`src/rtl/pm1_evt_pkg.sv`:
```
package pm1_evt_pkg;

    localparam int DW = 8;
    localparam int AW = 2;

    // status / enable bit positions
    localparam int B_PWR = 0;
    localparam int B_SLP = 1;
    localparam int B_RTC = 2;
    localparam int B_OVR = 3;
    localparam int B_WAK = 7;

    // control register fields
    localparam int TYP_LO  = 2;
    localparam int TYP_W   = 3;
    localparam int SLPEN_B = 5;
    // override control
    localparam int OVREN_B = 1;

    localparam int NPULSE = 3;
    localparam int P_EN   = 0;
    localparam int P_STS  = 1;
    localparam int P_SLP  = 2;

    localparam logic [DW-1:0] STS_MASK  = DW'((1 << B_PWR) | (1 << B_SLP) | (1 << B_RTC)
                                              | (1 << B_OVR) | (1 << B_WAK));
    localparam logic [DW-1:0] EN_MASK   = DW'((1 << B_PWR) | (1 << B_SLP) | (1 << B_RTC));
    localparam logic [DW-1:0] CTL_MASK  = DW'(((1 << TYP_W) - 1) << TYP_LO);
    localparam logic [DW-1:0] OCTL_MASK = DW'(1 << OVREN_B);

    typedef enum logic [AW-1:0] {
        SEL_STS  = 2'd0,
        SEL_EN   = 2'd1,
        SEL_CTL  = 2'd2,
        SEL_OCTL = 2'd3
    } reg_sel_e;

    typedef struct packed {
        logic            we;
        reg_sel_e        sel;
        logic [DW-1:0]   data;
    } wr_req_t;

    typedef struct packed {
        logic [DW-1:0] sts;
        logic [DW-1:0] en;
        logic [DW-1:0] ctl;
        logic [DW-1:0] octl;
    } bank_t;

    // EC load has priority over host clear, so an EC set is never lost
    function automatic logic [DW-1:0] sts_next(input logic [DW-1:0] cur,
                                               input logic ec_ld,
                                               input logic [DW-1:0] ec_val,
                                               input logic [DW-1:0] host_clr);
        return ec_ld ? ec_val : (cur & ~host_clr);
    endfunction

    function automatic logic event_pending(input bank_t b);
        return (|(b.sts & b.en & EN_MASK)) || (b.sts[B_OVR] && b.octl[OVREN_B]);
    endfunction

    function automatic logic [DW-1:0] read_sel(input reg_sel_e sel, input bank_t b);
        case (sel)
            SEL_STS:  return b.sts;
            SEL_EN:   return b.en;
            SEL_CTL:  return b.ctl;
            default:  return b.octl;
        endcase
    endfunction

endpackage

```
`src/rtl/pm1_sts_reg.sv`:
```
module pm1_sts_reg
    import pm1_evt_pkg::*;
#(
    parameter logic [DW-1:0] MASK = STS_MASK
) (
    input  logic          clk,
    input  logic          rst,
    input  logic          ec_ld,
    input  logic [DW-1:0] ec_val,
    input  logic [DW-1:0] host_clr,
    output logic [DW-1:0] q
);
    always_ff @(posedge clk) begin
        if (rst) q <= '0;
        else     q <= sts_next(q, ec_ld, ec_val, host_clr) & MASK;
    end
endmodule

```
`src/rtl/pm1_host_reg.sv`:
```
module pm1_host_reg
    import pm1_evt_pkg::*;
#(
    parameter logic [DW-1:0] MASK = EN_MASK
) (
    input  logic          clk,
    input  logic          rst,
    input  logic          wr,
    input  logic [DW-1:0] wdata,
    output logic [DW-1:0] q
);
    always_ff @(posedge clk) begin
        if (rst)     q <= '0;
        else if (wr) q <= wdata & MASK;
    end
endmodule

```
`src/rtl/pm1_pulse_gen.sv`:
```
module pm1_pulse_gen
    import pm1_evt_pkg::*;
#(
    parameter int N = NPULSE
) (
    input  logic         clk,
    input  logic         rst,
    input  logic         quiet,
    input  logic [N-1:0] req,
    output logic [N-1:0] pulse
);
    for (genvar i = 0; i < N; i++) begin : g_pulse
        always_ff @(posedge clk) begin
            if (rst) pulse[i] <= 1'b0;
            else     pulse[i] <= req[i] && !quiet;
        end
    end
endmodule

```
`src/rtl/pm1_evt_bank.sv`:
```
module pm1_evt_bank
    import pm1_evt_pkg::*;
(
    input  logic          clk,
    input  logic          rst,
    input  logic          quiesce,
    input  logic          host_we,
    input  logic [AW-1:0] host_addr,
    input  logic [DW-1:0] host_wdata,
    output logic [DW-1:0] host_rdata,
    input  logic          ec_we,
    input  logic [AW-1:0] ec_addr,
    input  logic [DW-1:0] ec_wdata,
    output logic [DW-1:0] ec_rdata,
    output logic          sci_n,
    output logic          ec_en_irq,
    output logic          ec_sts_irq,
    output logic          ec_slp_req
);
    wr_req_t h_req, e_req;
    bank_t   bank;
    logic [DW-1:0] sts_q, en_q, ctl_q, octl_q;
    logic h_sts, h_en, h_ctl, h_octl, e_sts;
    logic [NPULSE-1:0] p_req, p_out;

    assign h_req = '{we: host_we, sel: reg_sel_e'(host_addr), data: host_wdata};
    assign e_req = '{we: ec_we,   sel: reg_sel_e'(ec_addr),   data: ec_wdata};

    assign h_sts  = h_req.we && (h_req.sel == SEL_STS);
    assign h_en   = h_req.we && (h_req.sel == SEL_EN);
    assign h_ctl  = h_req.we && (h_req.sel == SEL_CTL);
    assign h_octl = h_req.we && (h_req.sel == SEL_OCTL);
    assign e_sts  = e_req.we && (e_req.sel == SEL_STS);

    pm1_sts_reg #(.MASK(STS_MASK)) u_sts (
        .clk(clk), .rst(rst),
        .ec_ld(e_sts), .ec_val(e_req.data),
        .host_clr(h_sts ? h_req.data : '0),
        .q(sts_q)
    );

    pm1_host_reg #(.MASK(EN_MASK)) u_en (
        .clk(clk), .rst(rst), .wr(h_en), .wdata(h_req.data), .q(en_q)
    );

    // sleep enable is not stored: only the type field survives the mask
    pm1_host_reg #(.MASK(CTL_MASK)) u_ctl (
        .clk(clk), .rst(rst), .wr(h_ctl), .wdata(h_req.data), .q(ctl_q)
    );

    pm1_host_reg #(.MASK(OCTL_MASK)) u_octl (
        .clk(clk), .rst(rst), .wr(h_octl), .wdata(h_req.data), .q(octl_q)
    );

    always_comb begin
        p_req         = '0;
        p_req[P_EN]   = h_en;
        p_req[P_STS]  = h_sts;
        p_req[P_SLP]  = h_ctl && h_req.data[SLPEN_B];
    end

    pm1_pulse_gen #(.N(NPULSE)) u_pulse (
        .clk(clk), .rst(rst), .quiet(quiesce), .req(p_req), .pulse(p_out)
    );

    assign bank       = '{sts: sts_q, en: en_q, ctl: ctl_q, octl: octl_q};
    assign host_rdata = read_sel(h_req.sel, bank);
    assign ec_rdata   = read_sel(e_req.sel, bank);
    assign sci_n      = !event_pending(bank);

    assign ec_en_irq  = p_out[P_EN];
    assign ec_sts_irq = p_out[P_STS];
    assign ec_slp_req = p_out[P_SLP];
endmodule

```
`config.mk`:
```
export PLATFORM = sky130hd
export DESIGN_NAME = pm1_evt_bank
export DESIGN_NICKNAME = d
export VERILOG_FILES = /design/src/rtl/pm1_evt_pkg.sv /design/src/rtl/pm1_sts_reg.sv /design/src/rtl/pm1_host_reg.sv /design/src/rtl/pm1_pulse_gen.sv /design/src/rtl/pm1_evt_bank.sv
export SDC_FILE = /design/constraint.sdc
export NUM_CORES = 1
export LEC_CHECK = 0
export ABC_AREA = 1
export CAP_MARGIN = 20
export CORE_MARGIN = 2
export CORE_UTILIZATION = 35
export CTS_CLUSTER_DIAMETER = 50
export CTS_CLUSTER_SIZE = 25
export DETAILED_ROUTE_END_ITERATION = 10
export PLACE_DENSITY = 0.75
export SETUP_SLACK_MARGIN = 0.2
export SYNTH_ARGS = -nofsm -noshare
export SYNTH_HDL_FRONTEND = slang
export SYNTH_SLANG_ARGS = --single-unit
```
`constraint.sdc`:
```
create_clock -name clk -period 0.8 [get_ports clk]
set_input_delay 0.16 -clock clk [delete_from_list [all_inputs] [get_ports clk]]
set_output_delay 0.16 -clock clk [all_outputs]
set_load 0.01 [all_outputs]
```
==> results_tabular.tex, run 1 <==
\begin{tabular}{lr}
\hline
Metric & Value \\
\hline
\multicolumn{2}{l}{\textbf{Min path}} \\
Endpoint, Worst Hold & u\_octl.q[1] \\
Min-Delay Path Class & in -> reg \\
Hold Crit Start & rst \\
Cell depth of the worst hold path & 4 \\
\multicolumn{2}{l}{\textbf{Die}} \\
Die outline area & 2910 um2 \\
Effective utilization at floorplan & 36.2\% \\
Die X & 53.9 um \\
Area of the core & 2410 um2 \\
Die Y-Extent & about 54 um \\
Std cell rows & 18 \\
Top Ports & 45 \\
\multicolumn{2}{l}{\textbf{Synthesis}} \\
Cell taking the most area after synthesis & sky130\_fd\_sc\_hd\_\_dfxtp\_1 \\
Yosys top cell area share & roughly a third \\
Unique masters post-synth & 19 \\
Synthesized netlist cell count & 131 \\
Synth Register Bits & 15 \\
Number of warnings issued by yosys & 0 \\
Sequential share of the synthesized area & 34.4\% \\
Average cell area after synthesis & 6.66 um2 \\
Netlist Area Pre-Place & slightly below 900 um2 \\
Leading cell types by total area after synthesis & sky130\_fd\_sc\_hd\_\_dfxtp\_1 (34\%), sky130\_fd\_sc\_hd\_\_nand2\_1 (15\%), sky130\_fd\_sc\_hd\_\_nor2\_1 (8.2\%) \\
\multicolumn{2}{l}{\textbf{Global route}} \\
Maximum number of pins on one net before global-route repair & 9 \\
Vias in the first global route & slightly below 1000 \\
Sum of overflow across all layers after global routing & 0 \\
Global router's overall resource usage & 20.2\% \\
Number of antenna violations at the first check in global routing & 0 \\
First-pass GRT wire length & 4.17 mm \\
\multicolumn{2}{l}{\textbf{Finish}} \\
Total number of nets in the final design & between 200 and 250 \\
Fillers & around 180 \\
Share of final-layout standard cells stronger than drive strength 1 & 63.2\% \\
Count of placed standard cells in the final layout, fillers left out & 220 \\
Area growth from synthesis to layout & 88.8\% \\
Diode insertion count for antenna repair & 0 \\
Cell area after layout & 1650 um2 \\
Post-layout utilization of the core & 68.3\% \\
\multicolumn{2}{l}{\textbf{STA}} \\
Final setup viols & 23 \\
Minimum clock period after layout & 1.20 ns \\
Number of hold-slack violations in the final timing report & 0 \\
Worst clock skew & 0 ns \\
RSZ-0062 raised after global routing & true \\
Final slew viol count & 0 \\
Fmax & 835 MHz \\
Share of the clock period used by the worst path & 150\% \\
Worst Hold Slack & 0.214 ns \\
Setup slack of the critical path after layout & -0.398 ns \\
\multicolumn{2}{l}{\textbf{Critical path}} \\
Reg-to-reg slack, setup & -0.07 ns \\
Critical path peak fanout & 3 \\
Worst R2R Start & u\_en.q[1] \\
CP Data Arrival Time & 1.04 ns \\
Type of destination of the critical path & output pin \\
Class of the most critical setup path & reg -> out \\
Cell count of the worst reg-to-reg path & 6 \\
Critical Path RT & roughly 0.64 ns \\
Critical R2R Capture & u\_en.q[1] \\
Startpoint types & register \\
\multicolumn{2}{l}{\textbf{Routing}} \\
First drt pass iteration count & 4 \\
Residual antenna-violating net count after detailed routing & 0 \\
Per-cell routed wire length & $\sim$15 um \\
DR iter-0 viols & 27 \\
Via-per-instance ratio & 5.12 \\
Drc violations & 0 \\
Detailed-route via count & 1126 \\
Total wire length & 3.20 mm \\
\multicolumn{2}{l}{\textbf{Place}} \\
Cells after DPL & roughly 200 \\
Post-placement worst setup slack & -1.10 ns \\
Buffers on Ports & 36 \\
DPL Wire Length & 2.02 mm \\
Total placed instance area & 1400 um2 \\
Final estimated routing congestion in global placement & slightly above 0.8 \\
\multicolumn{2}{l}{\textbf{CTS}} \\
Clock Sinks & 15 \\
Cell at the root of the clock tree & sky130\_fd\_sc\_hd\_\_clkbuf\_4 \\
CTS HTree Levels & 1 \\
Clock buffers created by TritonCTS & 3 \\
Reg clk slew, reported paths & 0.10 ns \\
Hold bufs inserted after CTS & 0 \\
Clock latency at the later pin of the worst-skew pair & 0.29 ns \\
Deepest clock path buffer count & 2 \\
Clock tree from TritonCTS & yes \\
\multicolumn{2}{l}{\textbf{Power}} \\
Worst vdd rail ir drop & 788 uV \\
Reported leakage power & 0.709 nW \\
Clock power share & 24.5\% \\
NetSw & just under 0.6 mW \\
Cell-internal power & $\sim$1.3 mW \\
Pwr/cell area & 1130 nW/um2 \\
Switching share of power & between 30\% and 40\% \\
Fraction of power consumed by combinational cells & a little under a third \\
Power share of the sequential group & 43.9\% \\
\multicolumn{2}{l}{\textbf{Run status}} \\
Result of the run & finished, violations left \\
Violated checks & negative setup slack \\
\multicolumn{2}{l}{\textbf{Flow run}} \\
Max-cap viol count & 0 \\
\hline
\end{tabular}
-- registers in the layout, indices dropped and copies added, names as in the netlist --
signal and count:
u_octl.q 1, u_sts.q 5, u_ctl.q 3, u_pulse.pulse 3, u_en.q 3
-- cells in the mapped netlist (all sizes together) --
cell type	instances
nand3	12
o211ai	4
or2	1
dfxtp	15
inv	17
conb	1
nand2	34
nor2	21
o21ai	3
a21oi	6
buf	7
nand3b	5
nor3b	1
o22ai	4
-- stage by stage --
step | total power [mW] | TNS [ns]
finish | 1.86 | -5.06
global route | 1.94 | -5.80
CTS | 1.73 | -4.13
detailed placement | 1.28 | -22.00
global placement | 1.27 | -21.28
floorplan | 1.07 | -0.102
-- layout make-up --
type                            count  area [um2]  area share, %
Clock buffer                        4        26.3           1.60
Inverter                           17        81.3           4.94
Multi-Input combinational cell     95         656           39.8
Sequential cell                    15         315           19.1
Tap cell                           30        37.5           2.28
Timing Repair Buffer               58         523           31.8
Timing Repair inverter              1        7.51          0.456
-- critical path: stages, from the launching register on --
cell and delay (ns):
sky130_fd_sc_hd__dfxtp_2 0.35, sky130_fd_sc_hd__inv_2 0.05, sky130_fd_sc_hd__o211ai_1 0.19, sky130_fd_sc_hd__buf_2 0.17
-- logic make-up (layout without fill, tap and decap cells) --
family / count (synthesis) / in the layout / share of synthesized area, %
buffers and inverters: 24 / 80 / 13.5
other: 1 / 4 / 0.430
DFF: 15 / 15 / 34.4
AOI/OAI and AO/OA: 17 / 17 / 11.5
and+or+nand+nor: 74 / 74 / 40.2
-- worst max path at each step --
stage / from / slack, ns / to
after floorplan: host_addr[1] / -0.04 / host_rdata[0]
after global placement: ec_addr[0] / -1.06 / ec_rdata[1]
after CTS: u_en.q[1] / -0.38 / ec_rdata[1]
after detailed placement: ec_addr[0] / -1.10 / ec_rdata[1]
final: u_en.q[1] / -0.40 / ec_rdata[1]
after global routing: u_en.q[1] / -0.45 / host_rdata[1]
-- layer usage --
layer  share of wire [%]  up-vias  track usage, %  wire, um
met5                   0        -               0         0
met4                 4.6        0            10.7       146
met3                 7.0       18            4.72       225
met2                  50       58            35.6      1590
met1                  39      515            22.2      1240
li1                    -      535               -         -
-- repair_timing --
item                                    4_1_cts  5_1_grt
setup buffers                                 3        8
pin swaps                                    18       13
gates resized for setup                     138       33
cloned                                        1        0
endpoints found under the setup margin       31       29
-- cells in the final DEF, fill, tap and decap left out, types with 3 or more instances in the layout --
cell / instances
sky130_fd_sc_hd__a21oi_2: 5
sky130_fd_sc_hd__buf_2: 13
sky130_fd_sc_hd__buf_4: 10
sky130_fd_sc_hd__buf_6: 18
sky130_fd_sc_hd__clkbuf_4: 3
sky130_fd_sc_hd__clkdlybuf4s50_1: 9
sky130_fd_sc_hd__conb_1: 4
sky130_fd_sc_hd__dfxtp_1: 3
sky130_fd_sc_hd__dfxtp_2: 12
sky130_fd_sc_hd__dlygate4sd2_1: 5
sky130_fd_sc_hd__inv_2: 8
sky130_fd_sc_hd__inv_4: 7
sky130_fd_sc_hd__nand2_1: 21
sky130_fd_sc_hd__nand2_2: 11
sky130_fd_sc_hd__nand3_1: 3
sky130_fd_sc_hd__nand3_2: 7
sky130_fd_sc_hd__nand3b_1: 5
sky130_fd_sc_hd__nor2_1: 12
sky130_fd_sc_hd__nor2_2: 5
sky130_fd_sc_hd__nor2_4: 4
sky130_fd_sc_hd__o211ai_1: 4
sky130_fd_sc_hd__o21ai_2: 3
-- power groups by stage --
stage	logic (mW)	registers, mW	clock network (mW)
after global routing	0.626	0.820	0.496
final	0.589	0.818	0.455
after CTS	0.486	0.812	0.436
after floorplan	0.259	0.816	0
after global placement	0.454	0.820	0
after detailed placement	0.465	0.820	0
Power figures use the tool's default switching activity.
==> run 2, diff against run 1 <==
Settings changed: CORE_MARGIN 2 to unset.
==> run 2 against run 1 <==
Net effect: the run still ends with negative setup slack left; sequential power is 0.6% lower; maximum frequency rose by 1.8%; register-to-register slack worse by 0.18 ns; die area decreased by 7.3%; clock-buffer cell count unchanged; worst hold slack gained 0.012 ns; wire length decreased by 10%; sequential share of layout area grew 0.39 points; via count down 6.5%; core utilization grew 3.4 points; clock skew unchanged.
==> results_tabular.tex, run 2 (synthesis results as in run 1) <==
\begin{tabular}{lr}
\hline
Metric & Value \\
\hline
\multicolumn{2}{l}{\textbf{Run status}} \\
Violated checks & negative setup slack \\
Result of the run & finished, violations left \\
\multicolumn{2}{l}{\textbf{Critical path}} \\
Cell count of the worst reg-to-reg path & 8 (+2) \\
Startpoint types & register \\
Critical Path RT & 0.64 ns (about the same) \\
Critical R2R Capture & u\_ctl.q[2] \\
Worst R2R Start & u\_ctl.q[2] \\
Critical path peak fanout & 3 (unchanged) \\
Type of destination of the critical path & output pin \\
Reg-to-reg slack, setup & -0.25 ns (-0.18 ns) \\
CP Data Arrival Time & 1.02 ns (-0.02 ns) \\
Class of the most critical setup path & reg -> out \\
\multicolumn{2}{l}{\textbf{Global route}} \\
Global router's overall resource usage & 21.9\% (+1.7 points) \\
Sum of overflow across all layers after global routing & 0 (unchanged) \\
Vias in the first global route & 1000 (+2.9\%) \\
Number of antenna violations at the first check in global routing & 0 (unchanged) \\
Maximum number of pins on one net before global-route repair & 9 (unchanged) \\
First-pass GRT wire length & 4.32 mm (+3.5\%) \\
\multicolumn{2}{l}{\textbf{Finish}} \\
Commonest cells after routing, fill and taps aside & sky130\_fd\_sc\_hd\_\_nand2\_1 (24), sky130\_fd\_sc\_hd\_\_nor2\_1 (15), sky130\_fd\_sc\_hd\_\_buf\_6 (15), sky130\_fd\_sc\_hd\_\_buf\_2 (13) \\
Cell area after layout & 1630 um2 (-0.84\%) \\
Most common cell after layout, fill and taps aside & sky130\_fd\_sc\_hd\_\_nand2\_1 \\
Total number of nets in the final design & 216 (unchanged) \\
Diode insertion count for antenna repair & 0 (unchanged) \\
Post-layout utilization of the core & 71.7\% (+3.4 points) \\
Area growth from synthesis to layout & 87.2\% \\
Most flop-heavy register & u\_sts.q \\
Share of final-layout standard cells stronger than drive strength 1 & 57.4\% (-5.8 points) \\
Flip-flop count of the largest register, all copies and words added & 5 (unchanged) \\
\multicolumn{2}{l}{\textbf{STA}} \\
Fmax & 850 MHz (+1.8\%) \\
Final setup viols & 18 (-22\%) \\
RSZ-0062 raised after global routing & true \\
Minimum clock period after layout & 1.18 ns (-0.0217 ns) \\
Setup slack of the critical path after layout & -0.376 ns (+0.0217 ns) \\
Final setup TNS & -4.45 ns (+0.612 ns) \\
Number of hold-slack violations in the final timing report & 0 (unchanged) \\
Final slew viol count & 0 (unchanged) \\
Worst clock skew & 0 ns (unchanged) \\
Share of the clock period used by the worst path & 147\% (-2.7 points) \\
\multicolumn{2}{l}{\textbf{Min path}} \\
Endpoint, Worst Hold & u\_octl.q[1] \\
Cell depth of the worst hold path & 3 (-1) \\
Hold Crit Start & host\_addr[0] \\
Min-Delay Path Class & in -> reg \\
\multicolumn{2}{l}{\textbf{Routing}} \\
Total length of routed met2 wires & 1.53 mm (-3.5\%) \\
Detailed-route via count & 1053 (-6.5\%) \\
Routed length on met3 & 136 um (-40\%) \\
Drc violations & 0 (unchanged) \\
Total wire length & 2.86 mm (-10\%) \\
Per-cell routed wire length & 13.1 um (-9.6\%) \\
Uppermost routed layer & met4 \\
First drt pass iteration count & 4 (unchanged) \\
DR iter-0 viols & 17 (-37\%) \\
Residual antenna-violating net count after detailed routing & 0 (unchanged) \\
Via-per-instance ratio & 4.83 (-5.6\%) \\
Met1 wire length & 1.18 mm (-4.2\%) \\
\multicolumn{2}{l}{\textbf{CTS}} \\
Clock Sinks & 15 (unchanged) \\
Clock latency at the later pin of the worst-skew pair & 0.28 ns (about the same) \\
Clock tree from TritonCTS & yes \\
Deepest clock path buffer count & 2 (unchanged) \\
Reg clk slew, reported paths & 0.09 ns (about the same) \\
CTS HTree Levels & 1 (unchanged) \\
Clock buffers created by TritonCTS & 3 (unchanged) \\
Cell at the root of the clock tree & sky130\_fd\_sc\_hd\_\_clkbuf\_4 \\
\multicolumn{2}{l}{\textbf{Die}} \\
Die outline area & 2700 um2 (-7.3\%) \\
Die Y-Extent & 51.9 um (-3.7\%) \\
Top Ports & 45 (unchanged) \\
Area of the core & 2280 um2 (-5.6\%) \\
Std cell rows & 17 (-1) \\
Effective utilization at floorplan & 38.3\% (+2.1 points) \\
Die X & 51.9 um (-3.7\%) \\
\multicolumn{2}{l}{\textbf{Place}} \\
Buffers on Ports & 36 (unchanged) \\
DPL Wire Length & 1.76 mm (-13\%) \\
Total placed instance area & 1400 um2 (+0.18\%) \\
Final estimated routing congestion in global placement & 0.898 (+12\%) \\
\multicolumn{2}{l}{\textbf{Flow run}} \\
Max-cap viol count & 0 (unchanged) \\
\multicolumn{2}{l}{\textbf{Power}} \\
Reported leakage power & 0.714 nW (+0.68\%) \\
Worst vdd rail ir drop & 987 uV (+25\%) \\
Pwr/cell area & 1120 nW/um2 (-0.79\%) \\
\hline
\end{tabular}
==> run 2: worst max-delay path by stage <==
stage,start,slack [ns],depth (start not counted),endpoint
3_5_place_dp,host_addr[1],-1.10,5,host_rdata[0]
6_report,u_octl.q[1],-0.38,4,sci_n
5_1_grt,u_sts.q[0],-0.46,4,sci_n
3_3_place_gp,host_addr[1],-1.08,5,host_rdata[0]
2_1_floorplan,host_addr[1],-0.04,4,host_rdata[0]
4_1_cts,u_sts.q[3],-0.40,4,sci_n
==> run 2: per-layer routing <==
metal	vias up	track usage, %
met1	486	24.3
met4	0	4.50
met3	2	6.43
met2	31	40.6
met5	-	0
li1	534	-
==> run 2: metrics by stage <==
step | power [mW] | std cells | setup slack (ns) | hold slack [ns]
2_1_floorplan | 1.07 | 134 | -0.0385 | 0.295
3_3_place_gp | 1.28 | 201 | -1.08 | 0.446
3_5_place_dp | 1.28 | 201 | -1.10 | 0.447
4_1_cts | 1.79 | 217 | -0.400 | 0.210
5_1_grt | 1.94 | 218 | -0.458 | 0.215
6_report | 1.83 | 218 | -0.376 | 0.226
==> run 2: cell type report <==
type / count / area [um2]
Fill cell: 179 / 643
Multi-Input combinational cell: 95 / 622
Timing Repair Buffer: 58 / 541
Sequential cell: 15 / 319
Inverter: 17 / 82.6
Tap cell: 28 / 35.0
Clock buffer: 4 / 26.3
Timing Repair inverter: 1 / 7.51
==> run 2: repair_timing <==
action,4_1_cts,5_1_grt
setup buffers,10,1
endpoints found under the setup margin,31,28
resized for setup,133,28
pin swaps,20,14
hold buffers,0,0
cloned,2,0
==> run 2: critical path, cell delays in order (launching register included) <==
cell and delay, ns:
sky130_fd_sc_hd__dfxtp_2 0.36, sky130_fd_sc_hd__inv_2 0.05, sky130_fd_sc_hd__o21ai_2 0.14, sky130_fd_sc_hd__nor2_1 0.06
sky130_fd_sc_hd__buf_2 0.13
==> run 2: report_power, final <==
group          internal, mW  switching, mW
registers             0.784         0.0291
logic                 0.294          0.283
clock network         0.194          0.247
==> run 3, diff against run 2 <==
Settings changed: GPL_ROUTABILITY_DRIVEN set to 0, GPL_TIMING_DRIVEN set to 0.
==> run 3 against run 2 <==
Net effect: the flow still finishes with violations (negative setup slack); die area unchanged; worst hold slack got worse by 0.070 ns; flip-flop and latch count unchanged; via count increased by 0.76%; sequential power about the same; register-to-register slack improved by 0.18 ns; wire length increased by 8.3%; critical path depth unchanged; clock-buffer cell count unchanged; design area about the same; critical endpoint unchanged; largest cell class unchanged; largest power group unchanged; highest routed layer unchanged.
==> results_tabular.tex, run 3 (synthesis results as in run 1) <==
\begin{tabular}{lr}
\hline
Metric & Value \\
\hline
\multicolumn{2}{l}{\textbf{CTS}} \\
CTS HTree Levels & 1 (unchanged) \\
Clock latency at the later pin of the worst-skew pair & 0.29 ns (about the same) \\
Clock tree from TritonCTS & yes \\
Reg clk slew, reported paths & 0.09 ns (about the same) \\
Deepest clock path buffer count & 2 (unchanged) \\
Clock Sinks & 15 (unchanged) \\
Clock buffers created by TritonCTS & 3 (unchanged) \\
Cell at the root of the clock tree & sky130\_fd\_sc\_hd\_\_clkbuf\_4 \\
\multicolumn{2}{l}{\textbf{Routing}} \\
Residual antenna-violating net count after detailed routing & 0 (unchanged) \\
Detailed-route via count & 1061 (+0.76\%) \\
First drt pass iteration count & 4 (unchanged) \\
Drc violations & 0 (unchanged) \\
DR iter-0 viols & 24 (+7) \\
Total wire length & 3.10 mm (+8.3\%) \\
Per-cell routed wire length & 14.6 um (+11\%) \\
Via-per-instance ratio & 4.98 (+3.1\%) \\
\multicolumn{2}{l}{\textbf{STA}} \\
Final slew viol count & 0 (unchanged) \\
Worst clock skew & 0 ns (unchanged) \\
Setup slack of the critical path after layout & -0.439 ns (-0.0633 ns) \\
Final setup viols & 20 (+2) \\
Fmax & 807 MHz (-5.1\%) \\
Final setup TNS & -4.63 ns (-0.183 ns) \\
RSZ-0062 raised after global routing & true \\
Number of hold-slack violations in the final timing report & 0 (unchanged) \\
Share of the clock period used by the worst path & 155\% (+7.9 points) \\
Minimum clock period after layout & 1.24 ns (+0.0633 ns) \\
\multicolumn{2}{l}{\textbf{Flow run}} \\
Max-cap viol count & 0 (unchanged) \\
\multicolumn{2}{l}{\textbf{Finish}} \\
Count of placed standard cells in the final layout, fillers left out & 213 (-2.3\%) \\
Total number of nets in the final design & 211 (-2.3\%) \\
Flip-flop count of the largest register, all copies and words added & 5 (unchanged) \\
Area growth from synthesis to layout & 87.1\% (about the same) \\
Most common cell after layout, fill and taps aside & sky130\_fd\_sc\_hd\_\_nand2\_1 \\
Post-layout utilization of the core & 71.7\% (about the same) \\
Diode insertion count for antenna repair & 0 (unchanged) \\
Share of final-layout standard cells stronger than drive strength 1 & 58.4\% (+1.0 points) \\
Most flop-heavy register & u\_sts.q \\
Commonest cells after routing, fill and taps aside & sky130\_fd\_sc\_hd\_\_nand2\_1 (25), sky130\_fd\_sc\_hd\_\_buf\_6 (20), sky130\_fd\_sc\_hd\_\_nor2\_1 (15), sky130\_fd\_sc\_hd\_\_dfxtp\_2 (13), sky130\_fd\_sc\_hd\_\_inv\_2 (11) \\
\multicolumn{2}{l}{\textbf{Place}} \\
Buffers on Ports & 34 (-5.6\%) \\
DPL Wire Length & 1.92 mm (+9.1\%) \\
Cells after DPL & 196 (-2.5\%) \\
\multicolumn{2}{l}{\textbf{Min path}} \\
Hold Crit Start & host\_we \\
Min-Delay Path Class & in -> reg \\
Endpoint, Worst Hold & u\_pulse.pulse[1] \\
Cell depth of the worst hold path & 3 (unchanged) \\
\multicolumn{2}{l}{\textbf{Global route}} \\
Sum of overflow across all layers after global routing & 0 (unchanged) \\
Number of antenna violations at the first check in global routing & 0 (unchanged) \\
Global router's overall resource usage & 22.7\% (+0.80 points) \\
Maximum number of pins on one net before global-route repair & 11 (+2) \\
First-pass GRT wire length & 4.44 mm (+2.7\%) \\
Vias in the first global route & 1029 (+2.9\%) \\
\multicolumn{2}{l}{\textbf{Die}} \\
Std cell rows & 17 (unchanged) \\
Top Ports & 45 (unchanged) \\
Die outline area & 2700 um2 (unchanged) \\
Effective utilization at floorplan & 38.3\% (unchanged) \\
Die Y-Extent & 51.9 um (unchanged) \\
Area of the core & 2280 um2 (unchanged) \\
Die X & 51.9 um (unchanged) \\
\multicolumn{2}{l}{\textbf{Critical path}} \\
Critical path peak fanout & 4 (+1) \\
Class of the most critical setup path & reg -> out \\
Reg-to-reg slack, setup & -0.07 ns (+0.18 ns) \\
Critical Path RT & 0.64 ns (about the same) \\
Critical R2R Capture & u\_ctl.q[2] \\
Worst R2R Start & u\_ctl.q[2] \\
CP Data Arrival Time & 1.08 ns (+0.06 ns) \\
Startpoint types & register \\
Cell count of the worst reg-to-reg path & 6 (-2) \\
Type of destination of the critical path & output pin \\
\multicolumn{2}{l}{\textbf{Power}} \\
Pwr/cell area & 1130 nW/um2 (+0.92\%) \\
Reported leakage power & 0.700 nW (-1.9\%) \\
Overall power & 1.85 mW (+0.84\%) \\
Worst vdd rail ir drop & 968 uV (-1.9\%) \\
\multicolumn{2}{l}{\textbf{Run status}} \\
Violated checks & negative setup slack \\
Result of the run & finished, violations left \\
\hline
\end{tabular}
## run 3: changes by cell type in the layout (fill, tap and decap cells not counted), sizes merged
cell / delta
clkinvlp: -2
clkdlybuf4s15: +1
clkdlybuf4s50: -2
buf: -4
inv: +1
bufbuf: -1
dlygate4sd2: +2
## run 3: routing by layer
layer | part of all wire, % | wire [um] | up-vias | global-route usage, %
met3 | 7.2 | 222 | 5 | 7.02
met4 | 0.90 | 28 | 0 | 7.21
li1 | - | - | 521 | -
met1 | 38 | 1160 | 491 | 25.5
met5 | 0 | 0 | - | 0
met2 | 54 | 1690 | 44 | 40.2
## run 3: worst max-delay path, cell delays in order (launching register included)
cell	delay, ns
sky130_fd_sc_hd__dfxtp_2	0.35
sky130_fd_sc_hd__nand2_1	0.10
sky130_fd_sc_hd__o21ai_2	0.06
sky130_fd_sc_hd__nor2_1	0.13
sky130_fd_sc_hd__buf_2	0.15
## run 3: worst max-delay path by stage
stage                       startpoint             to  slack (ns)  cells after the start
after floorplan           host_addr[1]  host_rdata[0]       -0.04                      4
after global placement    host_addr[0]  host_rdata[0]       -1.16                      5
after detailed placement  host_addr[0]  host_rdata[0]       -1.20                      5
after CTS                    u_en.q[0]  host_rdata[0]       -0.38                      3
after global routing        u_sts.q[2]          sci_n       -0.45                      4
final                       u_sts.q[1]          sci_n       -0.44                      4
## run 3: area by class of cell
class / instances / area, um2
plain buffers: 7 / 81.3
clock buffers: 4 / 26.3
fillers: 174 / 644
inverters: 17 / 76.3
multi-input cells: 95 / 646
flip-flops and latches: 15 / 317
well taps: 28 / 35.0
repair buffers: 47 / 450
## run 3: stage by stage
step                area, um2  hold WS, ns  worst slack [ns]
floorplan                 997        0.295           -0.0385
global placement         1370        0.428             -1.16
detailed placement       1370        0.427             -1.20
CTS                      1490        0.120            -0.378
global route             1630        0.145            -0.448
finish                   1630        0.156            -0.439
## run 3: power breakdown
| part | total (mW) | switching [mW] | leakage (nW) | internal, mW |
|---|---|---|---|---|
| sequential | 0.815 | 0.0288 | 0.128 | 0.786 |
| clock | 0.451 | 0.257 | 0.0150 | 0.194 |
| combinational | 0.581 | 0.295 | 0.557 | 0.287 |
## run 3: what timing repair did
item | 4_1_cts | 5_1_grt
hold buffers | 0 | 0
setup endpoints to repair | 31 | 28
resized for setup | 129 | 29
pin swaps | 19 | 12
buffers inserted | 10 | 3
